===== config.mk =====
export PLATFORM = sky130hd
export DESIGN_NAME = burst_addr_gen
export DESIGN_NICKNAME = d
export VERILOG_FILES = /design/src/rtl/burst_pkg.sv /design/src/rtl/burst_start_reg.sv /design/src/rtl/burst_beat_ctr.sv /design/src/rtl/burst_order_map.sv /design/src/rtl/burst_addr_gen.sv
export SDC_FILE = /design/constraint.sdc
export NUM_CORES = 1
export LEC_CHECK = 0
export CAP_MARGIN = 15
export CORE_ASPECT_RATIO = 1.2
export CORE_MARGIN = 5
export CORE_UTILIZATION = 38
export CTS_CLUSTER_SIZE = 16
export DETAILED_ROUTE_END_ITERATION = 16
export PLACE_DENSITY = 0.77
export SKIP_CTS_REPAIR_TIMING = 1
export SLEW_MARGIN = 20
export SYNTH_ARGS = -nofsm -noshare
export SYNTH_HDL_FRONTEND = slang
export SYNTH_HIERARCHICAL = 1
export SYNTH_SLANG_ARGS = --single-unit

===== constraint.sdc =====
create_clock -name clk -period 1.2 [get_ports clk]
set_clock_uncertainty 0.05 [all_clocks]
set_input_delay 0.3 -clock clk [delete_from_list [all_inputs] [get_ports clk]]
set_output_delay 0.3 -clock clk [all_outputs]
set_load 0.005 [all_outputs]

===== src/rtl/burst_pkg.sv =====
// Package: shared types for the burst address generator.
// Assumes: only the two wraparound orders below exist.
package burst_pkg;
    typedef enum logic {
        ORD_LINEAR     = 1'b0,
        ORD_INTERLEAVE = 1'b1
    } burst_order_t;
endpackage


===== src/rtl/burst_start_reg.sv =====
// Module: burst_start_reg
// Holds the full starting address of the current burst.
// Assumes: the load request has already merged both strobes.
module burst_start_reg #(
    parameter int ADDR_W = 16
) (
    input  logic              clk,
    input  logic              rst_n,
    input  logic              load_i,
    input  logic [ADDR_W-1:0] addr_i,
    output logic [ADDR_W-1:0] start_o
);
    logic [ADDR_W-1:0] start_q;

    // Capture the start address on a load and clear it on reset.
    always_ff @(posedge clk) begin
        if (!rst_n) begin
            start_q <= '0;
        end else if (load_i) begin
            start_q <= addr_i;
        end
    end

    assign start_o = start_q;
endmodule


===== src/rtl/burst_beat_ctr.sv =====
// Module: burst_beat_ctr
// Counts the beats taken since the last load, wrapping modulo 2**BEAT_W.
// Assumes: a load outranks an advance in the same cycle.
module burst_beat_ctr #(
    parameter int BEAT_W = 2
) (
    input  logic              clk,
    input  logic              rst_n,
    input  logic              load_i,
    input  logic              adv_i,
    output logic [BEAT_W-1:0] beat_o
);
    logic [BEAT_W-1:0] beat_q;

    // Zero the count on reset or load, and step it on an advance.
    always_ff @(posedge clk) begin
        if (!rst_n) begin
            beat_q <= '0;
        end else if (load_i) begin
            beat_q <= '0;
        end else if (adv_i) begin
            beat_q <= beat_q + 1'b1;
        end
    end

    assign beat_o = beat_q;
endmodule


===== src/rtl/burst_order_map.sv =====
// Module: burst_order_map
// Maps the start beat and the beat count to the low address bits.
// Linear order adds them; interleaved order XORs them per bit.
// Assumes: order_i is static for the length of a burst.
module burst_order_map
    import burst_pkg::*;
#(
    parameter int BEAT_W = 2
) (
    input  burst_order_t      order_i,
    input  logic [BEAT_W-1:0] start_i,
    input  logic [BEAT_W-1:0] beat_i,
    output logic [BEAT_W-1:0] low_o
);
    logic [BEAT_W-1:0] lin_low;
    logic [BEAT_W-1:0] ilv_low;

    // Linear order: modulo add that wraps within the group.
    assign lin_low = start_i + beat_i;

    // Interleaved order: one XOR per address bit.
    for (genvar b = 0; b < BEAT_W; b++) begin : g_ilv
        assign ilv_low[b] = start_i[b] ^ beat_i[b];
    end

    // Pick the order that the strap selects.
    always_comb begin
        if (order_i == ORD_INTERLEAVE) begin
            low_o = ilv_low;
        end else begin
            low_o = lin_low;
        end
    end
endmodule


===== src/rtl/burst_addr_gen.sv =====
// Module: burst_addr_gen (top)
// Produces the address of each beat of a wraparound burst.
// Either strobe loads the start address, and adv_i moves to the next beat.
// Assumes: order_i is a static strap; the output is driven from registers only.
module burst_addr_gen
    import burst_pkg::*;
#(
    parameter int ADDR_W = 16,
    parameter int BEAT_W = 2
) (
    input  logic              clk,
    input  logic              rst_n,
    input  logic              ld_cpu_i,
    input  logic              ld_ctl_i,
    input  logic              adv_i,
    input  logic              order_i,
    input  logic [ADDR_W-1:0] addr_i,
    output logic [ADDR_W-1:0] addr_o
);
    localparam int UPPER_W = ADDR_W - BEAT_W;

    logic              load;
    logic [ADDR_W-1:0] start_addr;
    logic [BEAT_W-1:0] beat;
    logic [BEAT_W-1:0] low_bits;
    burst_order_t      order_sel;

    // Merge the two start strobes into one load request.
    assign load      = ld_cpu_i | ld_ctl_i;
    assign order_sel = burst_order_t'(order_i);

    burst_start_reg #(.ADDR_W(ADDR_W)) u_start (
        .clk     (clk),
        .rst_n   (rst_n),
        .load_i  (load),
        .addr_i  (addr_i),
        .start_o (start_addr)
    );

    burst_beat_ctr #(.BEAT_W(BEAT_W)) u_beat (
        .clk    (clk),
        .rst_n  (rst_n),
        .load_i (load),
        .adv_i  (adv_i),
        .beat_o (beat)
    );

    burst_order_map #(.BEAT_W(BEAT_W)) u_map (
        .order_i (order_sel),
        .start_i (start_addr[BEAT_W-1:0]),
        .beat_i  (beat),
        .low_o   (low_bits)
    );

    // Join the frozen upper bits to the sequenced low bits.
    assign addr_o = {start_addr[ADDR_W-1 -: UPPER_W], low_bits};
endmodule


==> summary.md, run 1 <==
| Metric | Value |
|---|---|
| Per-cell routed wire length | `13.88 um` |
| Synthesis-stage register bit count | `18` |
| H-Tree Depth | `1` |
| Adder-Cell Fraction of Synth Area | `0.01684` |
| Worst setup margin | `-314.2 ps` |
| Hold Crit Class | `flip-flop to flip-flop` |
| HPWL Detailed | `1287 um` |
| Die H | `58.45 um` |
| Pre-CTS setup slack | `-649.2 ps` |
| RSZ-0062 raised after global routing | `yes` |
| Detailed Routing Iterations Pass 1 | `3` |
| Worst-Margin Slew | `258.5 ps` |
| Placer congestion estimate | `0.5975` |
| FMAX | `0.6604 GHz` |
| Filler Cell Count | `151` |
| Pwr/cell area | `988.5 mW/mm^2` |
| GR Overflow Total | `0` |
| I/O pins | `38` |
| Worst r2r path cells | `3` |
| First-pass GRT wire length | `2732 um` |
| TritonCTS clock tree | `built` |
| Remaining DRCs | `0` |
| Reg-to-reg startpoint | `u_beat/beat_o[0]` |
| Vias in the first global route | `654` |
| Crit Path Class | `flip-flop to output pin` |
| Sink Count | `18` |
| Fin. Hold Viols | `0` |
| Slew Limit Fails | `0` |
| Num rows | `17` |
| Initial core utilization | `0.4016` |
| Antenna violations before repair | `0` |
| Routed wire length | `1763 um` |
| Port Buffers | `37` |
| Tot GR Track Use | `0.1171` |
| Max Cap Viol | `0` |
| Slowest stage delay, CP | `350 ps` |
| DR iter-0 viols | `2` |
| Multi-input logic area | `385.4 um^2` |
| Highest-delay cell along the critical path | `dfxtp_2` |
| Worst skew pair latency | `290 ps` |
| Post-synthesis simple-gate area fraction | `0.1751` |
| RR Endpoint | `u_beat/beat_o[1]` |
| Ys Warns | `6` |
| Worst Setup Start Kind | `flip-flop` |
| Syn nets | `87` |
| Crit path cell chain | `ha_4 > nor2b_4 > xnor2_2 > buf_2` |
| Post-Syn Area | `743.2 um^2` |
| Seq/Total Area, Yosys | `0.4848` |
| Largest family of logic cells by synthesized area | `multiplexers` |
| Max transition margin | `0.8264` |
| Outcome | `complete, but fails checks` |
| CTS Buf Count | `3` |
| Leak | `0.7741 nW` |
| Core box area | `0.001851 mm^2` |
| Critical Path Start | `u_beat/beat_o[0]` |
| Final Power | `1.286 mW` |
| Layout Nets | `132` |
| Tcrit/Tclk final | `1.262` |
| Area grow syn2layout | `75.08%` |
| Max clock buf depth | `2` |
| Synth Instances | `64` |
| Register-to-register setup slack | `320 ps` |
| Full die area | `0.002944 mm^2` |
| Vias post-DR | `597` |
| Share of cells above drive strength 1 | `0.2870` |
| Failing checks | `setup timing` |
| Worst EP arrival | `1160 ps` |
| Largest net degree at the start of global routing | `18` |
| Vias per Instance | `4.701` |
| Required @ worst endpoint | `850 ps` |
| XOR/XNOR Fraction of Synth Area | `0.03535` |
| # diodes | `0` |
| Flip-flop and latch area | `376.6 um^2` |
| Clk root buf | `clkbuf_4` |
| Syn Area/Cell | `11.61 um^2` |
| Final min period | `1514 ps` |
| Synth unique cells | `14` |
| Compound-cell area share of the yosys netlist | `0.02525` |
| Antenna Nets Post-Route | `0` |
| Crit-path max FO | `2` |
| Post-synthesis mux area share | `0.2155` |
| Clock transition at path regs | `110 ps` |
| Critical Path End | `addr_o[1]` |
| Die width | `50.37 um` |
| Final setup fails | `3` |
| CP Capture Type | `output pin` |
| Peak VDD IR | `665.0 uV` |
==> kinds of logic after synthesis <==
group	after synthesis
flops	18
xor+xnor	3
compound gates	2
simple gates	21
mux	16
buf+inv	3
fa+ha+maj	1
==> per-stage QoR <==
stage	hold slack [ps]	instance area (um^2)	utilization	instances	TNS, ps
2_1_floorplan	378.2	743.2	-	64	0
3_3_place_gp	444.8	1152	0.6227	122	-6106
3_5_place_dp	459.3	1152	0.6227	122	-6783
4_1_cts	484.2	1189	0.6423	126	-5767
5_1_grt	511.7	1301	0.7032	127	-888.3
6_report	469.4	1301	0.7032	127	-720.3
==> per-layer routing <==
metal / vias up / track usage / share of wire
met5: - / 0 / 0
met4: 0 / 0.04380 / 0
met3: 0 / 0.05316 / 0.085
met2: 26 / 0.1993 / 0.49
met1: 275 / 0.1264 / 0.42
li1: 296 / - / -
==> synthesized netlist by cell type, drive strengths merged <==
cell type,n,share of area
dfxtp,18,0.48
a21oi,1,0.012
nand2b,1,0.0084
nor2,1,0.0050
a21bo,1,0.013
clkbuf,1,0.0050
mux2i,16,0.22
xnor2,3,0.035
nand3b,1,0.010
or2,1,0.0084
nor2b,17,0.14
buf,2,0.042
ha,1,0.017
==> how the worst min path moves through the flow <==
stage                                endpoint  slack (ps)  cells past startpoint                start
after global placement     u_start/start_o[2]         440                      2   u_start/start_o[2]
after floorplan            u_start/start_o[0]         380                      1                rst_n
after detailed placement  u_start/start_o[15]         460                      2  u_start/start_o[15]
final                      u_start/start_o[4]         470                      2   u_start/start_o[4]
after CTS                 u_start/start_o[15]         480                      2  u_start/start_o[15]
after global routing      u_start/start_o[12]         510                      2  u_start/start_o[12]
==> where the power goes <==
group | internal, mW | leakage, nW | switching [mW]
clock network | 0.185 | 0.0210 | 0.187
registers | 0.638 | 0.153 | 0.0188
logic | 0.178 | 0.600 | 0.0802
total | 1.00 | 0.774 | 0.286
==> critical path: cells and delay by family, from the launching register on <==
kind	cells	cell delay, ps
AND/OR/NAND/NOR	1	120
flip-flops	1	350
buffers and inverters	1	130
XOR/XNOR	1	130
adder cells (fa/ha/maj)	1	140
==> cell usage in the layout (no fill, tap or decap), types with 2 or more instances in the layout <==
master	n
clkbuf_4	3
dfxtp_2	13
nor2b_1	16
clkdlybuf4s50_1	20
buf_4	4
dlymetal6s2s_1	15
mux2i_1	16
xnor2_1	2
dfxtp_1	5
==> state kept, by name (all words and copies together) (netlist names) <==
register	cells
u_beat/beat_o	2
u_start/start_o	16
==> layout make-up <==
class / count / share of cell area
Sequential cell: 18 / 0.2894
Clock buffer: 4 / 0.02788
Timing Repair Buffer: 43 / 0.3683
Tap cell: 19 / 0.01827
Multi-Input combinational cell: 43 / 0.2962
Power figures use the tool's default switching activity.
==> run 2, diff against run 1 <==
--- a/config.mk
+++ b/config.mk
@@ -8,10 +8,12 @@
 export CAP_MARGIN = 15
 export CORE_ASPECT_RATIO = 1.2
 export CORE_MARGIN = 5
-export CORE_UTILIZATION = 38
+export CORE_UTILIZATION = 40
+export CTS_BUF_LIST = sky130_fd_sc_hd__clkbuf_8
 export CTS_CLUSTER_SIZE = 16
 export DETAILED_ROUTE_END_ITERATION = 16
-export PLACE_DENSITY = 0.77
+export MAX_ROUTING_LAYER = met4
+export PLACE_DENSITY = 0.81
 export SKIP_CTS_REPAIR_TIMING = 1
 export SLEW_MARGIN = 20
 export SYNTH_ARGS = -nofsm -noshare
==> run 2 against run 1 <==
Compared with the run above: the flow still finishes with violations (setup timing); design area is 3.2% lower; sequential power decreased by 0.6%; cell count stayed put; core utilization fell by 0.63 points; hold slack worse by 10 ps; clock-buffer cell count fell by 1; total power grew 1.5%; wire length down 0.17%; critical endpoint unchanged; largest power group unchanged; highest routed layer is now met4.
==> summary.md, run 2 (same netlist as run 1, synthesis figures left out) <==
| Metric | Value |
|---|---|
| Outcome | `complete, but fails checks` |
| Failing checks | `setup timing` |
| HP Start | `u_start/start_o[11]` |
| Multi-input logic area | `386.6 um^2 (+0.32%)` |
| Final setup fails | `2 (-1)` |
| Clk root buf | `clkbuf_8` |
| Worst-Margin Slew | `273.7 ps (+15.18 ps)` |
| Core box area | `0.001808 mm^2 (-2.3%)` |
| Most frequent cells in the layout | `clkdlybuf4s50_1 (19), dlymetal6s2s_1 (16), nor2b_1 (16)` |
| Crit-path max FO | `1 (-1)` |
| Reg-to-reg startpoint | `u_beat/beat_o[0]` |
| Peak VDD IR | `796.7 uV (+20%)` |
| Remaining DRCs | `0 (unchanged)` |
| RSZ-0062 raised after global routing | `yes` |
| Vias in the first global route | `626 (-4.3%)` |
| Tcrit/Tclk final | `1.233 (-0.02902)` |
| Worst skew pair latency | `250 ps (-40 ps)` |
| Fin util | `0.6969 (-0.006292)` |
| Number of flip-flops in the largest register | `16 (unchanged)` |
| Clock transition at path regs | `60 ps (-50 ps)` |
| Initial core utilization | `0.4111 (+0.009450)` |
| Fin. Hold Viols | `0 (unchanged)` |
| Num rows | `17 (unchanged)` |
| Leak | `0.7532 nW (-2.7%)` |
| Vias post-DR | `598 (+0.17%)` |
| I/O pins | `38 (unchanged)` |
| Final min period | `1479 ps (-34.83 ps)` |
| Slew Limit Fails | `0 (unchanged)` |
| Most common cell after layout, fill and taps aside | `clkdlybuf4s50_1` |
| Hold Crit Class | `flip-flop to flip-flop` |
| Required @ worst endpoint | `850 ps (about the same)` |
| Layout Nets | `133 (+0.76%)` |
| Worst setup margin | `-279.4 ps (+34.83 ps)` |
| Vias per Instance | `4.709 (+0.17%)` |
| Detailed Routing Iterations Pass 1 | `3 (unchanged)` |
| TritonCTS clock tree | `built` |
| Full die area | `0.002824 mm^2 (-4.1%)` |
| Smallest hold slack | `458.9 ps (-10.41 ps)` |
| Combinational Power Share | `0.188 (-0.013)` |
| Int Power | `1.024 mW (+2.3%)` |
| Sink Count | `18 (unchanged)` |
| Routed wire length | `1760 um (-0.17%)` |
| Net Switching | `0.2814 mW (-1.5%)` |
| Clock power share | `0.311 (+0.022)` |
| Tot GR Track Use | `0.1177 (+0.0006181)` |
| Flip-flop and latch area | `364.1 um^2 (-3.3%)` |
| Worst Setup Start Kind | `input pin` |
| Port Buffers | `37 (unchanged)` |
| Hold Crit Endpoint | `u_start/start_o[11]` |
| RR Endpoint | `u_beat/beat_o[1]` |
| CP Capture Type | `output pin` |
| Antenna violations before repair | `0 (unchanged)` |
| Worst EP arrival | `1130 ps (-30 ps)` |
| Min-Delay Path Depth | `2 (unchanged)` |
| Max transition margin | `0.8176 (-0.008881)` |
| FMAX | `0.6759 GHz (+2.4%)` |
| Register-to-register setup slack | `320 ps (about the same)` |
| Die H | `57.22 um (-2.1%)` |
| Pre-CTS setup slack | `-650.1 ps (-0.8260 ps)` |
| Filler Cell Count | `139 (-7.9%)` |
| # diodes | `0 (unchanged)` |
| Reg power frac | `0.501 (-0.010)` |
| First-pass GRT wire length | `2601 um (-4.8%)` |
| Die width | `49.35 um (-2.0%)` |
| CTS Buf Count | `3 (unchanged)` |
| Crit Path Class | `input pin to output pin` |
| Per-cell routed wire length | `13.86 um (-0.17%)` |
| Placer congestion estimate | `0.6393 (+7.0%)` |
| H-Tree Depth | `1 (unchanged)` |
| Setup_tns | `-352.7 ps (+367.6 ps)` |
| Pwr/cell area | `1036 mW/mm^2 (+4.8%)` |
| DR iter-0 viols | `5 (+3)` |
| Share of cells above drive strength 1 | `0.1852 (-0.1019)` |
| Antenna Nets Post-Route | `0 (unchanged)` |
| Max clock buf depth | `2 (unchanged)` |
| Max Cap Viol | `0 (unchanged)` |
| GR Overflow Total | `0 (unchanged)` |
| HPWL Detailed | `1218 um (-5.4%)` |
| Largest net degree at the start of global routing | `18 (unchanged)` |
| Worst r2r path cells | `3 (unchanged)` |
| Sw Ratio | `0.2156 (-0.006397)` |
| Area grow syn2layout | `69.53%` |
==> run 2: area by class of cell <==
cell class,count,share of cell area
Multi-Input combinational cell,45,0.3069
Tap cell,19,0.01887
Clock buffer,3,0.03277
Timing Repair Buffer,42,0.3525
Sequential cell,18,0.2890
==> run 2: how the worst max path moves through the flow <==
stage | endpoint | startpoint | slack (ps)
floorplan | u_start/start_o[10] | ld_ctl_i | 40
global placement | addr_o[1] | order_i | -640
detailed placement | addr_o[1] | order_i | -650
CTS | addr_o[1] | u_start/start_o[0] | -690
global route | addr_o[1] | u_beat/beat_o[0] | -340
finish | addr_o[1] | order_i | -280
==> run 2: stage by stage <==
step / std cells / power [mW] / cell area, um^2
2_1_floorplan: 64 / 0.7580 / 743.2
3_3_place_gp: 123 / 0.9100 / 1160
3_5_place_dp: 123 / 0.9169 / 1160
4_1_cts: 126 / 1.327 / 1201
5_1_grt: 127 / 1.387 / 1260
6_report: 127 / 1.305 / 1260
==> run 2: power groups by stage <==
stage          Clock (mW)  Combinational (mW)  Sequential, mW
5_1_grt             0.463               0.268           0.656
3_5_place_dp            0               0.252           0.665
3_3_place_gp            0               0.248           0.662
4_1_cts             0.422               0.254           0.651
2_1_floorplan           0              0.0912           0.667
6_report            0.406               0.246           0.653
==> run 2: layer usage <==
layer	GRT usage	wire length, um	up-vias
met2	0.1934	794	29
met3	0.03655	135	2
met5	-	0	-
met1	0.1268	823	268
met4	0.05769	6	0
li1	-	-	299
==> run 2: worst max-delay path: stages <==
cell and delay (ps):
clkdlybuf4s50_1 510, nor2b_4 50, xnor2_1 140, buf_2 130
==> run 3, diff against run 2 <==
--- a/config.mk
+++ b/config.mk
@@ -12,6 +12,7 @@
 export CTS_BUF_LIST = sky130_fd_sc_hd__clkbuf_8
 export CTS_CLUSTER_SIZE = 16
 export DETAILED_ROUTE_END_ITERATION = 16
+export GPL_TIMING_DRIVEN = 0
 export MAX_ROUTING_LAYER = met4
 export PLACE_DENSITY = 0.81
 export SKIP_CTS_REPAIR_TIMING = 1
==> run 3 against run 2 <==
Compared with the run above: the run still ends with setup timing left; sequential cell count is the same; highest routed layer is now met3; clock-buffer cell count grew 1; hold slack gained 1.5 ps; combinational power grew 3%; die area is the same; cell count grew 0.79%; fmax grew 0.38%; setup slack gained 5.6 ps; design area grew 3.7%; largest cell class unchanged; non-clock buffer count grew 2; sequential power is essentially flat.
==> summary.md, run 3 (same netlist as run 1, synthesis figures left out) <==
| Metric | Value |
|---|---|
| Highest-delay cell along the critical path | `dfxtp_2` |
| RSZ-0062 raised after global routing | `yes` |
| Die H | `57.22 um (unchanged)` |
| Min-Delay Path Depth | `2 (unchanged)` |
| Reg-to-reg startpoint | `u_beat/beat_o[0]` |
| Antenna violations before repair | `0 (unchanged)` |
| Register-to-register setup slack | `290 ps (-30 ps)` |
| Pwr/cell area | `1063 mW/mm^2 (+2.6%)` |
| CTS Buf Count | `3 (unchanged)` |
| Max Cap Viol | `0 (unchanged)` |
| Worst-Margin Slew | `242.2 ps (-31.44 ps)` |
| Sink Count | `18 (unchanged)` |
| Critical Path Start | `u_beat/beat_o[0]` |
| Max clock buf depth | `2 (unchanged)` |
| FMAX | `0.6785 GHz (+0.38%)` |
| Failing checks | `setup timing` |
| Full die area | `0.002824 mm^2 (unchanged)` |
| Clk root buf | `clkbuf_8` |
| RR Endpoint | `u_beat/beat_o[1]` |
| Vias per Instance | `4.680 (-0.62%)` |
| Layout Nets | `133 (unchanged)` |
| Port Buffers | `37 (unchanged)` |
| Per-cell routed wire length | `13.65 um (-1.5%)` |
| Antenna Nets Post-Route | `0 (unchanged)` |
| # diodes | `0 (unchanged)` |
| H-Tree Depth | `1 (unchanged)` |
| Fin. Hold Viols | `0 (unchanged)` |
| Clock transition at path regs | `60 ps (about the same)` |
| Tot GR Track Use | `0.1028 (-0.01493)` |
| I/O pins | `38 (unchanged)` |
| HPWL Detailed | `1188 um (-2.5%)` |
| Worst setup margin | `-273.8 ps (+5.555 ps)` |
| TritonCTS clock tree | `built` |
| Hold Crit Class | `flip-flop to flip-flop` |
| Vias post-DR | `599 (+0.17%)` |
| Crit path cell chain | `ha_4 > nor2b_4 > xnor2_1 > buf_2` |
| Final min period | `1474 ps (-5.555 ps)` |
| Worst Setup Start Kind | `flip-flop` |
| Hold Crit Endpoint | `u_start/start_o[14]` |
| Die width | `49.35 um (unchanged)` |
| Crit-path max FO | `3 (+2)` |
| Vias in the first global route | `510 (-19%)` |
| Final Instance Area | `0.001306 mm^2 (+3.7%)` |
| Non-Filler Instances | `128 (+0.79%)` |
| Tcrit/Tclk final | `1.228 (-0.004629)` |
| Area post-placement | `0.001137 mm^2 (-1.9%)` |
| Largest net degree at the start of global routing | `11 (-7)` |
| DR iter-0 viols | `6 (+1)` |
| Worst r2r path cells | `3 (unchanged)` |
| Placer congestion estimate | `0.6469 (+1.2%)` |
| Initial core utilization | `0.4111 (unchanged)` |
| Peak VDD IR | `694.6 uV (-13%)` |
| Outcome | `complete, but fails checks` |
| Detailed Routing Iterations Pass 1 | `4 (+1)` |
| Core box area | `0.001808 mm^2 (unchanged)` |
| Placed insts | `120 (-2.4%)` |
| Area grow syn2layout | `75.76%` |
| Worst skew pair latency | `240 ps (about the same)` |
| HP Start | `u_start/start_o[14]` |
| Remaining DRCs | `0 (unchanged)` |
| Required @ worst endpoint | `850 ps (about the same)` |
| Slew Limit Fails | `0 (unchanged)` |
| Most common cell after layout, fill and taps aside | `clkdlybuf4s50_1` |
| Slowest stage delay, CP | `350 ps (-160 ps)` |
| Leak | `0.7928 nW (+5.3%)` |
| Worst EP arrival | `1120 ps (about the same)` |
| CP Capture Type | `output pin` |
| Number of flip-flops in the largest register | `16 (unchanged)` |
| Final setup fails | `2 (unchanged)` |
| Num rows | `17 (unchanged)` |
| Crit Path Class | `flip-flop to output pin` |
| Most frequent cells in the layout | `clkdlybuf4s50_1 (19), dlymetal6s2s_1 (17), mux2i_1 (16), nor2b_1 (16), dfxtp_1 (14)` |
| Share of cells above drive strength 1 | `0.1743 (-0.01087)` |
| Max transition margin | `0.8380 (+0.02046)` |
| Routed wire length | `1747 um (-0.74%)` |
| First-pass GRT wire length | `2297 um (-12%)` |
| GR Overflow Total | `0 (unchanged)` |
run 3: layer usage:
layer	wire, um	GRT usage	share of wire	vias to the layer above
met3	139	0.04439	0.080	0
li1	-	-	-	299
met4	0	0.03462	0	0
met2	863	0.1676	0.49	31
met1	744	0.1108	0.43	269
met5	0	-	0	-
run 3: cell type report:
type	instances	area (um^2)
Buffer	3	38.79
Clock buffer	4	55.05
Fill cell	131	501.7
Multi-Input combinational cell	43	367.9
Sequential cell	18	365.4
Tap cell	19	23.77
Timing Repair Buffer	41	455.4
run 3: critical path, delay by kind of cell (launching register included):
| family | cells | cell delay, ps |
|---|---|---|
| XOR/XNOR | 1 | 140 |
| adder cells (fa/ha/maj) | 1 | 150 |
| buffers and inverters | 1 | 130 |
| flip-flops | 1 | 350 |
| AND/OR/NAND/NOR | 1 | 110 |
run 3: report_power, final:
| group | switching [mW] | total (mW) | internal (mW) |
|---|---|---|---|
| combinational | 0.0780 | 0.253 | 0.175 |
| sequential | 0.0184 | 0.653 | 0.635 |
| clock | 0.192 | 0.483 | 0.291 |
| total | 0.288 | 1.39 | 1.10 |
run 3: through the flow:
stage | worst slack [ps] | utilization | power (mW) | setup TNS (ps) | hold slack [ps]
after floorplan | 42.37 | - | 0.7580 | 0 | 378.2
after detailed placement | -649.3 | 0.6291 | 0.9130 | -6957 | 456.4
after global placement | -639.2 | 0.6291 | 0.9065 | -6618 | 445.2
after CTS | -771.3 | 0.6595 | 1.393 | -6167 | 474.2
after global routing | -336.5 | 0.7225 | 1.455 | -589.7 | 487.8
final | -273.8 | 0.7225 | 1.389 | -382.8 | 460.4
run 3: worst max path at each step:
stage          slack, ps  depth (start not counted)                  end
4_1_cts             -770                          4            addr_o[1]
3_3_place_gp        -640                          4            addr_o[1]
5_1_grt             -340                          4            addr_o[1]
3_5_place_dp        -650                          4            addr_o[1]
6_report            -270                          4            addr_o[1]
2_1_floorplan         40                          5  u_start/start_o[10]
